### config.mk
export PLATFORM = sky130hd
export DESIGN_NAME = md5i_core
export DESIGN_NICKNAME = d
export VERILOG_FILES = /design/src/rtl/md5i_pkg.sv /design/src/rtl/md5i_msg_mem.sv /design/src/rtl/md5i_mix.sv /design/src/rtl/md5i_rotadd.sv /design/src/rtl/md5i_core.sv
export SDC_FILE = /design/constraint.sdc
export NUM_CORES = 2
export LEC_CHECK = 0
export BUFFER_PORTS_ARGS = -buffer_cell sky130_fd_sc_hd__buf_2
export CAP_MARGIN = 20
export CELL_PAD_IN_SITES_DETAIL_PLACEMENT = 1
export CELL_PAD_IN_SITES_GLOBAL_PLACEMENT = 1
export CORE_MARGIN = 2
export CORE_UTILIZATION = 50
export CTS_CLUSTER_SIZE = 14
export DETAILED_ROUTE_END_ITERATION = 7
export MAX_ROUTING_LAYER = met4
export PLACE_DENSITY = 0.76
export SLEW_MARGIN = 20
export SYNTH_ARGS = -nofsm -noshare
export SYNTH_HDL_FRONTEND = slang
export SYNTH_HIERARCHICAL = 1
export SYNTH_SLANG_ARGS = --single-unit
### constraint.sdc
create_clock -name clk -period 8.14 [get_ports clk]
set_clock_uncertainty 0.15 [all_clocks]
set_input_delay 1.221 -clock clk [delete_from_list [all_inputs] [get_ports clk]]
set_output_delay 1.221 -clock clk [all_outputs]
set_load 0.02 [all_outputs]
### src/rtl/md5i_pkg.sv
package md5i_pkg;

    localparam int WORD_W   = 32;
    localparam int N_WORDS  = 16;
    localparam int N_STEPS  = 64;
    localparam int N_CTX    = 2;
    localparam int N_DIG    = 4;
    localparam int STEP_W   = $clog2(N_STEPS);
    localparam int IDX_W    = $clog2(N_WORDS);
    localparam int DIG_W    = $clog2(N_DIG);
    localparam int AMT_W    = $clog2(WORD_W);
    localparam int HALF_ROT = WORD_W / 2;

    localparam logic [WORD_W-1:0] IV_A = 32'h67452301;
    localparam logic [WORD_W-1:0] IV_B = 32'hefcdab89;
    localparam logic [WORD_W-1:0] IV_C = 32'h98badcfe;
    localparam logic [WORD_W-1:0] IV_D = 32'h10325476;

    typedef enum logic [1:0] {
        CST_IDLE = 2'd0,
        CST_PEND = 2'd1,
        CST_RUN  = 2'd2,
        CST_FIN  = 2'd3
    } cst_e;

    typedef logic [N_DIG-1:0][WORD_W-1:0] dig_t;

    typedef struct packed {
        logic                         ph;
        logic [N_CTX-1:0][1:0]        cst;
        logic [N_CTX-1:0]             src;
        logic [N_CTX-1:0][STEP_W-1:0] step;
        logic [WORD_W-1:0]            a;
        logic [WORD_W-1:0]            b;
        logic [WORD_W-1:0]            b2;
        logic [WORD_W-1:0]            c;
        logic [WORD_W-1:0]            c2;
        logic [WORD_W-1:0]            d;
        logic [WORD_W-1:0]            d2;
        logic [WORD_W-1:0]            sum;
        logic [AMT_W-1:0]             samt;
        logic [N_CTX-1:0]             [N_DIG-1:0][WORD_W-1:0] iv;
        logic [N_CTX-1:0]             [N_DIG-1:0][WORD_W-1:0] dig;
        logic                         done;
        logic                         done_ctx;
    } core_regs_t;

    function automatic logic [WORD_W-1:0] md5i_rotl(logic [WORD_W-1:0] x, logic [AMT_W-1:0] n);
        return (x << n) | (x >> (6'd32 - {1'b0, n}));
    endfunction

    // boolean mix, chosen by the quarter of the block the step lies in
    function automatic logic [WORD_W-1:0] md5i_mixfn(logic [1:0] q, logic [WORD_W-1:0] x,
                                                     logic [WORD_W-1:0] y, logic [WORD_W-1:0] z);
        case (q)
            2'd0:    return (x & y) | (~x & z);
            2'd1:    return (x & z) | (y & ~z);
            2'd2:    return x ^ y ^ z;
            default: return y ^ (x | ~z);
        endcase
    endfunction

    function automatic logic [AMT_W-1:0] md5i_shift(logic [STEP_W-1:0] s);
        case ({s[5:4], s[1:0]})
            4'h0: return 5'd7;   4'h1: return 5'd12;  4'h2: return 5'd17;  4'h3: return 5'd22;
            4'h4: return 5'd5;   4'h5: return 5'd9;   4'h6: return 5'd14;  4'h7: return 5'd20;
            4'h8: return 5'd4;   4'h9: return 5'd11;  4'ha: return 5'd16;  4'hb: return 5'd23;
            4'hc: return 5'd6;   4'hd: return 5'd10;  4'he: return 5'd15;  default: return 5'd21;
        endcase
    endfunction

    function automatic logic [IDX_W-1:0] md5i_widx(logic [STEP_W-1:0] s);
        case (s[5:4])
            2'd0:    return s[3:0];
            2'd1:    return s[3:0] * 4'd5 + 4'd1;
            2'd2:    return s[3:0] * 4'd3 + 4'd5;
            default: return s[3:0] * 4'd7;
        endcase
    endfunction

    function automatic logic [WORD_W-1:0] md5i_k(logic [STEP_W-1:0] s);
        case (s)
            6'd0:  return 32'hd76aa478;  6'd1:  return 32'he8c7b756;  6'd2:  return 32'h242070db;  6'd3:  return 32'hc1bdceee;
            6'd4:  return 32'hf57c0faf;  6'd5:  return 32'h4787c62a;  6'd6:  return 32'ha8304613;  6'd7:  return 32'hfd469501;
            6'd8:  return 32'h698098d8;  6'd9:  return 32'h8b44f7af;  6'd10: return 32'hffff5bb1;  6'd11: return 32'h895cd7be;
            6'd12: return 32'h6b901122;  6'd13: return 32'hfd987193;  6'd14: return 32'ha679438e;  6'd15: return 32'h49b40821;
            6'd16: return 32'hf61e2562;  6'd17: return 32'hc040b340;  6'd18: return 32'h265e5a51;  6'd19: return 32'he9b6c7aa;
            6'd20: return 32'hd62f105d;  6'd21: return 32'h02441453;  6'd22: return 32'hd8a1e681;  6'd23: return 32'he7d3fbc8;
            6'd24: return 32'h21e1cde6;  6'd25: return 32'hc33707d6;  6'd26: return 32'hf4d50d87;  6'd27: return 32'h455a14ed;
            6'd28: return 32'ha9e3e905;  6'd29: return 32'hfcefa3f8;  6'd30: return 32'h676f02d9;  6'd31: return 32'h8d2a4c8a;
            6'd32: return 32'hfffa3942;  6'd33: return 32'h8771f681;  6'd34: return 32'h6d9d6122;  6'd35: return 32'hfde5380c;
            6'd36: return 32'ha4beea44;  6'd37: return 32'h4bdecfa9;  6'd38: return 32'hf6bb4b60;  6'd39: return 32'hbebfbc70;
            6'd40: return 32'h289b7ec6;  6'd41: return 32'heaa127fa;  6'd42: return 32'hd4ef3085;  6'd43: return 32'h04881d05;
            6'd44: return 32'hd9d4d039;  6'd45: return 32'he6db99e5;  6'd46: return 32'h1fa27cf8;  6'd47: return 32'hc4ac5665;
            6'd48: return 32'hf4292244;  6'd49: return 32'h432aff97;  6'd50: return 32'hab9423a7;  6'd51: return 32'hfc93a039;
            6'd52: return 32'h655b59c3;  6'd53: return 32'h8f0ccc92;  6'd54: return 32'hffeff47d;  6'd55: return 32'h85845dd1;
            6'd56: return 32'h6fa87e4f;  6'd57: return 32'hfe2ce6e0;  6'd58: return 32'ha3014314;  6'd59: return 32'h4e0811a1;
            6'd60: return 32'hf7537e82;  6'd61: return 32'hbd3af235;  6'd62: return 32'h2ad7d2bb;  default: return 32'heb86d391;
        endcase
    endfunction

endpackage

### src/rtl/md5i_msg_mem.sv
module md5i_msg_mem
    import md5i_pkg::*;
(
    input  logic                     clk,
    input  logic                     rst_n,
    input  logic                     we_i,
    input  logic                     wctx_i,
    input  logic [IDX_W-1:0]         widx_i,
    input  logic [WORD_W-1:0]        wdata_i,
    input  logic [N_CTX-1:0]         lock_i,
    input  logic                     rctx_i,
    input  logic [IDX_W-1:0]         ridx_i,
    output logic [WORD_W-1:0]        rdata_o
);

    logic [N_CTX-1:0][N_WORDS-1:0][WORD_W-1:0] mem_d, mem_q;

    always_comb begin
        mem_d = mem_q;
        // a context that is computing keeps its words frozen
        if (we_i && !lock_i[wctx_i]) begin
            mem_d[wctx_i][widx_i] = wdata_i;
        end
    end

    always_ff @(posedge clk or negedge rst_n) begin
        if (!rst_n) mem_q <= '0;
        else        mem_q <= mem_d;
    end

    assign rdata_o = mem_q[rctx_i][ridx_i];

    a_r7_locked_word: assert property (@(posedge clk) disable iff (!rst_n)
        (we_i && lock_i[wctx_i]) |=> mem_q[$past(wctx_i)][$past(widx_i)] == $past(mem_q[wctx_i][widx_i]));

endmodule

### src/rtl/md5i_mix.sv
module md5i_mix
    import md5i_pkg::*;
(
    input  logic [STEP_W-1:0] step_i,
    input  logic [WORD_W-1:0] a_i,
    input  logic [WORD_W-1:0] b_i,
    input  logic [WORD_W-1:0] c_i,
    input  logic [WORD_W-1:0] d_i,
    input  logic [WORD_W-1:0] m_i,
    output logic [WORD_W-1:0] sum_o,
    output logic [AMT_W-1:0]  amt_o
);

    always_comb begin
        sum_o = md5i_mixfn(step_i[5:4], b_i, c_i, d_i) + a_i + md5i_k(step_i) + m_i;
        amt_o = md5i_shift(step_i);
    end

endmodule

### src/rtl/md5i_rotadd.sv
module md5i_rotadd
    import md5i_pkg::*;
(
    input  logic [WORD_W-1:0] x_i,
    input  logic [AMT_W-1:0]  amt_i,
    input  logic [WORD_W-1:0] add_i,
    output logic [WORD_W-1:0] y_o
);

    assign y_o = add_i + md5i_rotl(x_i, amt_i);

endmodule

### src/rtl/md5i_core.sv
module md5i_core
    import md5i_pkg::*;
(
    input  logic              clk,
    input  logic              rst_n,
    input  logic              start_i,
    input  logic              start_ctx_i,
    input  logic              start_prev_i,
    input  logic              wr_en_i,
    input  logic              wr_ctx_i,
    input  logic [3:0]        wr_idx_i,
    input  logic [31:0]       wr_word_i,
    input  logic              rd_ctx_i,
    input  logic [1:0]        rd_idx_i,
    output logic [31:0]       rd_word_o,
    output logic [1:0]        busy_o,
    output logic              done_o,
    output logic              done_ctx_o
);

    core_regs_t r_d, r_q;

    logic              run_ctx;   // context whose first round half runs now
    logic              ld_ctx;    // context whose chain slots are written now
    logic [WORD_W-1:0] msg_word;
    logic [WORD_W-1:0] mix_sum;
    logic [AMT_W-1:0]  mix_amt;
    logic [WORD_W-1:0] rot_x, rot_add, rot_y;
    logic [AMT_W-1:0]  rot_amt;
    logic [N_CTX-1:0]  lock;

    assign run_ctx = r_q.ph;
    assign ld_ctx  = ~r_q.ph;

    for (genvar x = 0; x < N_CTX; x++) begin : g_lock
        assign lock[x]   = r_q.cst[x] != CST_IDLE;
        assign busy_o[x] = lock[x];
    end

    md5i_msg_mem i_msg (
        .clk     (clk),
        .rst_n   (rst_n),
        .we_i    (wr_en_i),
        .wctx_i  (wr_ctx_i),
        .widx_i  (wr_idx_i),
        .wdata_i (wr_word_i),
        .lock_i  (lock),
        .rctx_i  (run_ctx),
        .ridx_i  (md5i_widx(r_q.step[run_ctx])),
        .rdata_o (msg_word)
    );

    md5i_mix i_mix (
        .step_i (r_q.step[run_ctx]),
        .a_i    (r_q.a),
        .b_i    (r_q.b),
        .c_i    (r_q.c),
        .d_i    (r_q.d),
        .m_i    (msg_word),
        .sum_o  (mix_sum),
        .amt_o  (mix_amt)
    );

    // the single rotator: second round half, or a B initial word held rotated
    always_comb begin
        rot_x   = r_q.sum;
        rot_amt = r_q.samt;
        rot_add = r_q.b2;
        if (r_q.cst[ld_ctx] == CST_PEND) begin
            rot_x   = r_q.src[ld_ctx] ? r_q.dig[ld_ctx][1] : md5i_rotl(IV_B, 5'(HALF_ROT));
            rot_amt = 5'(HALF_ROT);
            rot_add = '0;
        end
    end

    md5i_rotadd i_rot (
        .x_i   (rot_x),
        .amt_i (rot_amt),
        .add_i (rot_add),
        .y_o   (rot_y)
    );

    always_comb begin
        r_d      = r_q;
        r_d.ph   = ~r_q.ph;
        r_d.done = 1'b0;

        // shift chain: each variable moves two slots per round of its context
        r_d.b  = rot_y;
        r_d.b2 = r_q.b;
        r_d.c  = r_q.b2;
        r_d.c2 = r_q.c;
        r_d.d  = r_q.c2;
        r_d.d2 = r_q.d;
        r_d.a  = r_q.d2;
        r_d.sum  = mix_sum;
        r_d.samt = mix_amt;

        // initial value load into the slots of the context not in its run phase
        if (r_q.cst[ld_ctx] == CST_PEND) begin
            r_d.c = r_q.src[ld_ctx] ? md5i_rotl(r_q.dig[ld_ctx][2], 5'(HALF_ROT)) : IV_C;
            r_d.d = r_q.src[ld_ctx] ? md5i_rotl(r_q.dig[ld_ctx][3], 5'(HALF_ROT)) : IV_D;
            r_d.a = r_q.src[ld_ctx] ? md5i_rotl(r_q.dig[ld_ctx][0], 5'(HALF_ROT)) : IV_A;
            r_d.iv[ld_ctx]   = {r_d.d, r_d.c, rot_y, r_d.a};
            r_d.step[ld_ctx] = '0;
            r_d.cst[ld_ctx]  = CST_RUN;
        end

        if (r_q.cst[run_ctx] == CST_RUN) begin
            r_d.step[run_ctx] = r_q.step[run_ctx] + 6'd1;
            if (r_q.step[run_ctx] == 6'(N_STEPS - 1)) r_d.cst[run_ctx] = CST_FIN;
        end else if (r_q.cst[run_ctx] == CST_FIN) begin
            // feed-forward; digest is kept rotated by half a word
            r_d.dig[run_ctx][0] = md5i_rotl(r_q.a + r_q.iv[run_ctx][0], 5'(HALF_ROT));
            r_d.dig[run_ctx][1] = md5i_rotl(r_q.b + r_q.iv[run_ctx][1], 5'(HALF_ROT));
            r_d.dig[run_ctx][2] = md5i_rotl(r_q.c + r_q.iv[run_ctx][2], 5'(HALF_ROT));
            r_d.dig[run_ctx][3] = md5i_rotl(r_q.d + r_q.iv[run_ctx][3], 5'(HALF_ROT));
            r_d.cst[run_ctx]    = CST_IDLE;
            r_d.done            = 1'b1;
            r_d.done_ctx        = run_ctx;
        end

        if (start_i && r_q.cst[start_ctx_i] == CST_IDLE) begin
            r_d.cst[start_ctx_i] = CST_PEND;
            r_d.src[start_ctx_i] = start_prev_i;
        end
    end

    always_ff @(posedge clk or negedge rst_n) begin
        if (!rst_n) begin
            r_q      <= '0;
            r_q.samt <= md5i_shift('0);
        end else begin
            r_q <= r_d;
        end
    end

    assign rd_word_o  = md5i_rotl(r_q.dig[rd_ctx_i][rd_idx_i], 5'(HALF_ROT));
    assign done_o     = r_q.done;
    assign done_ctx_o = r_q.done_ctx;

    a_r2_rot_nonzero: assert property (@(posedge clk) disable iff (!rst_n) rot_amt != '0);
    a_r8_done_not_busy: assert property (@(posedge clk) disable iff (!rst_n)
        done_o |-> !busy_o[done_ctx_o]);
    a_r8_done_single: assert property (@(posedge clk) disable iff (!rst_n)
        done_o |=> !(done_o && done_ctx_o == $past(done_ctx_o)));

    for (genvar x = 0; x < N_CTX; x++) begin : g_chk
        a_r6_run_kept: assert property (@(posedge clk) disable iff (!rst_n)
            r_q.cst[x] == CST_RUN |=> (r_q.cst[x] == CST_RUN || r_q.cst[x] == CST_FIN));
        a_r5_load_phase: assert property (@(posedge clk) disable iff (!rst_n)
            (r_q.cst[x] == CST_PEND && r_q.ph != 1'(x)) |=> (r_q.cst[x] == CST_RUN && r_q.step[x] == '0));
        a_r5_step_adv: assert property (@(posedge clk) disable iff (!rst_n)
            (r_q.cst[x] == CST_RUN && r_q.ph == 1'(x) && r_q.step[x] != 6'(N_STEPS - 1))
            |=> r_q.step[x] == $past(r_q.step[x]) + 6'd1);
    end

endmodule

==> metrics.txt <==
outcome=finished, final reports clean; CTS root buffer=clkbuf_16; Cell Rows=163; Reg clk slew, reported paths=0.06 ns; WL/cell=29.70 um; R2R Setup Slk=0.30 ns; Syn Std Cell Area=98620 um2; Syn-to-layout area delta=10.93%; RSZ-0062 raised after global routing=yes; maximum clock rate=127.6 MHz; Starting DRT DRC Count=5935; Arr. time, crit path=roughly 8.5 ns; slowest CP cell=dfrtp_4; routability cong.=around 1; CP Launch Point=run_ctx$_DFF_PN0_; final wirelength=353000 um; Distinct cells, synth=between 100 and 150; Worst-Margin Slew=1.194 ns; Tot GR Track Use=between 30% and 40%; crit path launch type=flip-flop; antenna-violating nets left=0; WHS=0.2066 ns; Hold Path Class=in2async; worst-path fanout max=15; normalized max-slew margin=18.14%; mean post-synth cell area=10.75 um2; Reg2Reg Capture Point=r_q[545]$_DFF_PN0_; Max Root-Sink Buffers=3; Final Max Tran Viols=0; clk_lat worst skew=0.89 ns; TritonCTS Buffers=198; drt first pass iters=5; grt total ovfl=0; Setup CP Type=reg2reg; Worst setup EP type=flip-flop; Reg area=45500 um2; most frequent CP cell=inv_1; top_reg_cell synth=dfrtp_1; maxcap violations=0; Critical Path RT=8.75 ns; final setup vio count=0; die extent in x=roughly 450 um; CP Capture Point=r_q[545]$_DFF_PN0_; fin crit period=7.838 ns; CTS tree=built; IO Count=82; I/O Buffers=81; Layout Nets=9371; TNS Setup=0 ns; Die H=approximately 450 um; # DRC=0; Yosys reg bits=1818; final hold viol count=0; Starting Density=50.16%; Core ar.=196600 um2; via count=~75000; asr flop ratio synth=100.0%; Post-CTS Setup Inserts=0; synth warn=6; share of layout cells above drive strength 1=23.20%; Die ar.=around 200000 um2; Final period util=between 90% and 100%; Filler cells=20720; Final HPWL DP=236000 um; number of synthesized flops with an enable pin=0; Seq/Total Area, Yosys=between 40% and 50%; vias in the first global route=80990; multi-input logic area=49680 um2; TritonCTS Sinks=about 1800; Worst R2R Start=run_ctx$_DFF_PN0_; Clock H-tree levels=4; Vias/cell=roughly 6.3; largest net degree at the start of global routing=185; initial antenna violation count=22; Gate Count Post-Synth=about 9000; Net Count, Synth=9499; delay of the slowest critical-path stage=0.61 ns; FF-to-FF path depth=29; wire length of the first global-routing pass=529700 um
## per-stage QoR
step / cell area [um2] / setup WS (ns) / std cells / util [%]
after floorplan: 98620 / 0.8881 / 9171 / -
final: 109400 / 0.3022 / 11890 / 55.64
after detailed placement: 102300 / 0.2362 / 11480 / 52.04
after global routing: 109400 / 0.0009992 / 11880 / 55.64
after global placement: 102300 / 0.4178 / 11480 / 52.04
after CTS: 109300 / 0.1707 / 11850 / 55.57
## critical path: cells and delay by family (launching register included)
kind,cells,cell delay (ns)
flops,1,0.61
xor+xnor,3,0.48
mux,1,0.24
buf+inv,6,0.97
simple gates,5,0.97
compound gates,9,2.20
fa+ha+maj,5,2.10
## logic make-up (layout without fill, tap and decap cells)
| kind of cell | Yosys count | count (layout) | share of synthesized area, % |
|---|---|---|---|
| flops | 1818 | 1818 | 46.13 |
| other cells | 0 | 35 | 0 |
| fa+ha+maj | 312 | 312 | 4.408 |
| simple gates | 2002 | 2002 | 8.729 |
| buf+inv | 918 | 958 | 3.816 |
| xor+xnor | 222 | 222 | 1.972 |
| compound gates | 1938 | 1938 | 12.10 |
| mux | 1961 | 1961 | 22.85 |
## flip-flops by register name, summed over array words and instances, names as in the netlist
| name | count |
|---|---|
| done_ctx_o | 1 |
| run_ctx | 1 |
| done_o | 1 |
| i_msg/mem_q | 1024 |
| r_d | 96 |
| r_q | 695 |
## what timing repair did
| item | in CTS | in global routing |
|---|---|---|
| hold buffers | 0 | 0 |
| resized for setup | 0 | 3 |
| endpoints found under the setup margin | 0 | 9 |
## synth_stat cells, drive strengths merged (7+ instances only)
| master | n | share of area (%) |
|---|---|---|
| buf | 253 | 1.3 |
| ha | 213 | 2.7 |
| nand3b | 8 | 0.061 |
| xor2 | 108 | 0.96 |
| nor2b | 45 | 0.29 |
| xnor2 | 114 | 1.0 |
| a22o | 66 | 0.59 |
| clkbuf | 438 | 1.7 |
| o311ai | 13 | 0.12 |
| mux4 | 108 | 2.5 |
| nor2 | 316 | 1.2 |
| o21a | 30 | 0.24 |
| o21ai | 681 | 3.5 |
| a21boi | 8 | 0.061 |
| or2 | 12 | 0.079 |
| dfrtp | 1815 | 46 |
| a311oi | 16 | 0.14 |
| maj3 | 30 | 0.30 |
| and2 | 18 | 0.11 |
| or3 | 10 | 0.063 |
| inv | 225 | 0.86 |
| o211ai | 31 | 0.24 |
| a31oi | 149 | 0.96 |
| mux2 | 1239 | 14 |
| o21bai | 56 | 0.43 |
| a2111oi | 7 | 0.069 |
| nand2b | 29 | 0.18 |
| a211oi | 70 | 0.54 |
| a21o | 66 | 0.50 |
| a21oi | 457 | 2.3 |
| mux2i | 614 | 6.2 |
| nor3 | 94 | 0.52 |
| o31ai | 27 | 0.21 |
| fa | 69 | 1.4 |
| nand4 | 27 | 0.17 |
| nand2 | 1159 | 4.4 |
| o22ai | 48 | 0.31 |
| a22oi | 102 | 0.78 |
| a221oi | 11 | 0.12 |
| nand3 | 196 | 0.99 |
| and3 | 65 | 0.41 |
| nor4 | 9 | 0.079 |
| o221ai | 38 | 0.34 |
## layer usage
layer | GRT usage [%] | part of all wire, %
met1 | 43.94 | 41
met4 | 19.46 | 5.8
met3 | 4.698 | 4.7
met5 | - | 0
met2 | 58.57 | 49
## cells in the final DEF, fill, tap and decap left out, types with 47 or more instances in the layout
cell type,n
a22o_1,66
mux4_2,108
nor2_1,299
a21o_1,64
buf_2,78
a22oi_1,102
ha_1,213
mux2_2,1214
fa_1,69
clkbuf_16,199
o21bai_1,56
a31oi_1,147
inv_1,219
o21ai_0,669
nor3_1,87
nand2_1,1142
a211oi_1,68
a21oi_1,455
buf_4,246
o22ai_1,47
xor2_1,107
nand3_1,192
mux2i_1,613
dfrtp_1,1814
xnor2_1,112
and3_1,64
## how the worst min path moves through the flow
| stage | to | cells after the start | slack, ns |
|---|---|---|---|
| floorplan | r_q[551]$_DFF_PN0_ | 0 | 0.25 |
| global placement | r_d[580]$_DFF_PN0_ | 2 | 0.28 |
| detailed placement | r_d[551]$_DFF_PN0_ | 2 | 0.29 |
| CTS | r_q[250]$_DFFE_PN0P_ | 1 | 0.22 |
| global route | r_q[250]$_DFFE_PN0P_ | 1 | 0.24 |
| finish | r_q[250]$_DFFE_PN0P_ | 1 | 0.21 |
## cell type report
| type | instances | share of cell area (%) |
|---|---|---|
| clock buffer | 289 | 5.282 |
| multi-input combinational | 6435 | 45.41 |
| inverter | 227 | 0.7846 |
| clock inverter | 79 | 1.068 |
| antenna | 35 | 0.08006 |
| timing repair buffer | 363 | 2.766 |
| sequential | 1818 | 41.59 |
| tap | 2640 | 3.019 |
Power is not shown: default switching activity piles up to over one toggle a cycle in this logic, so the estimate is an artifact.
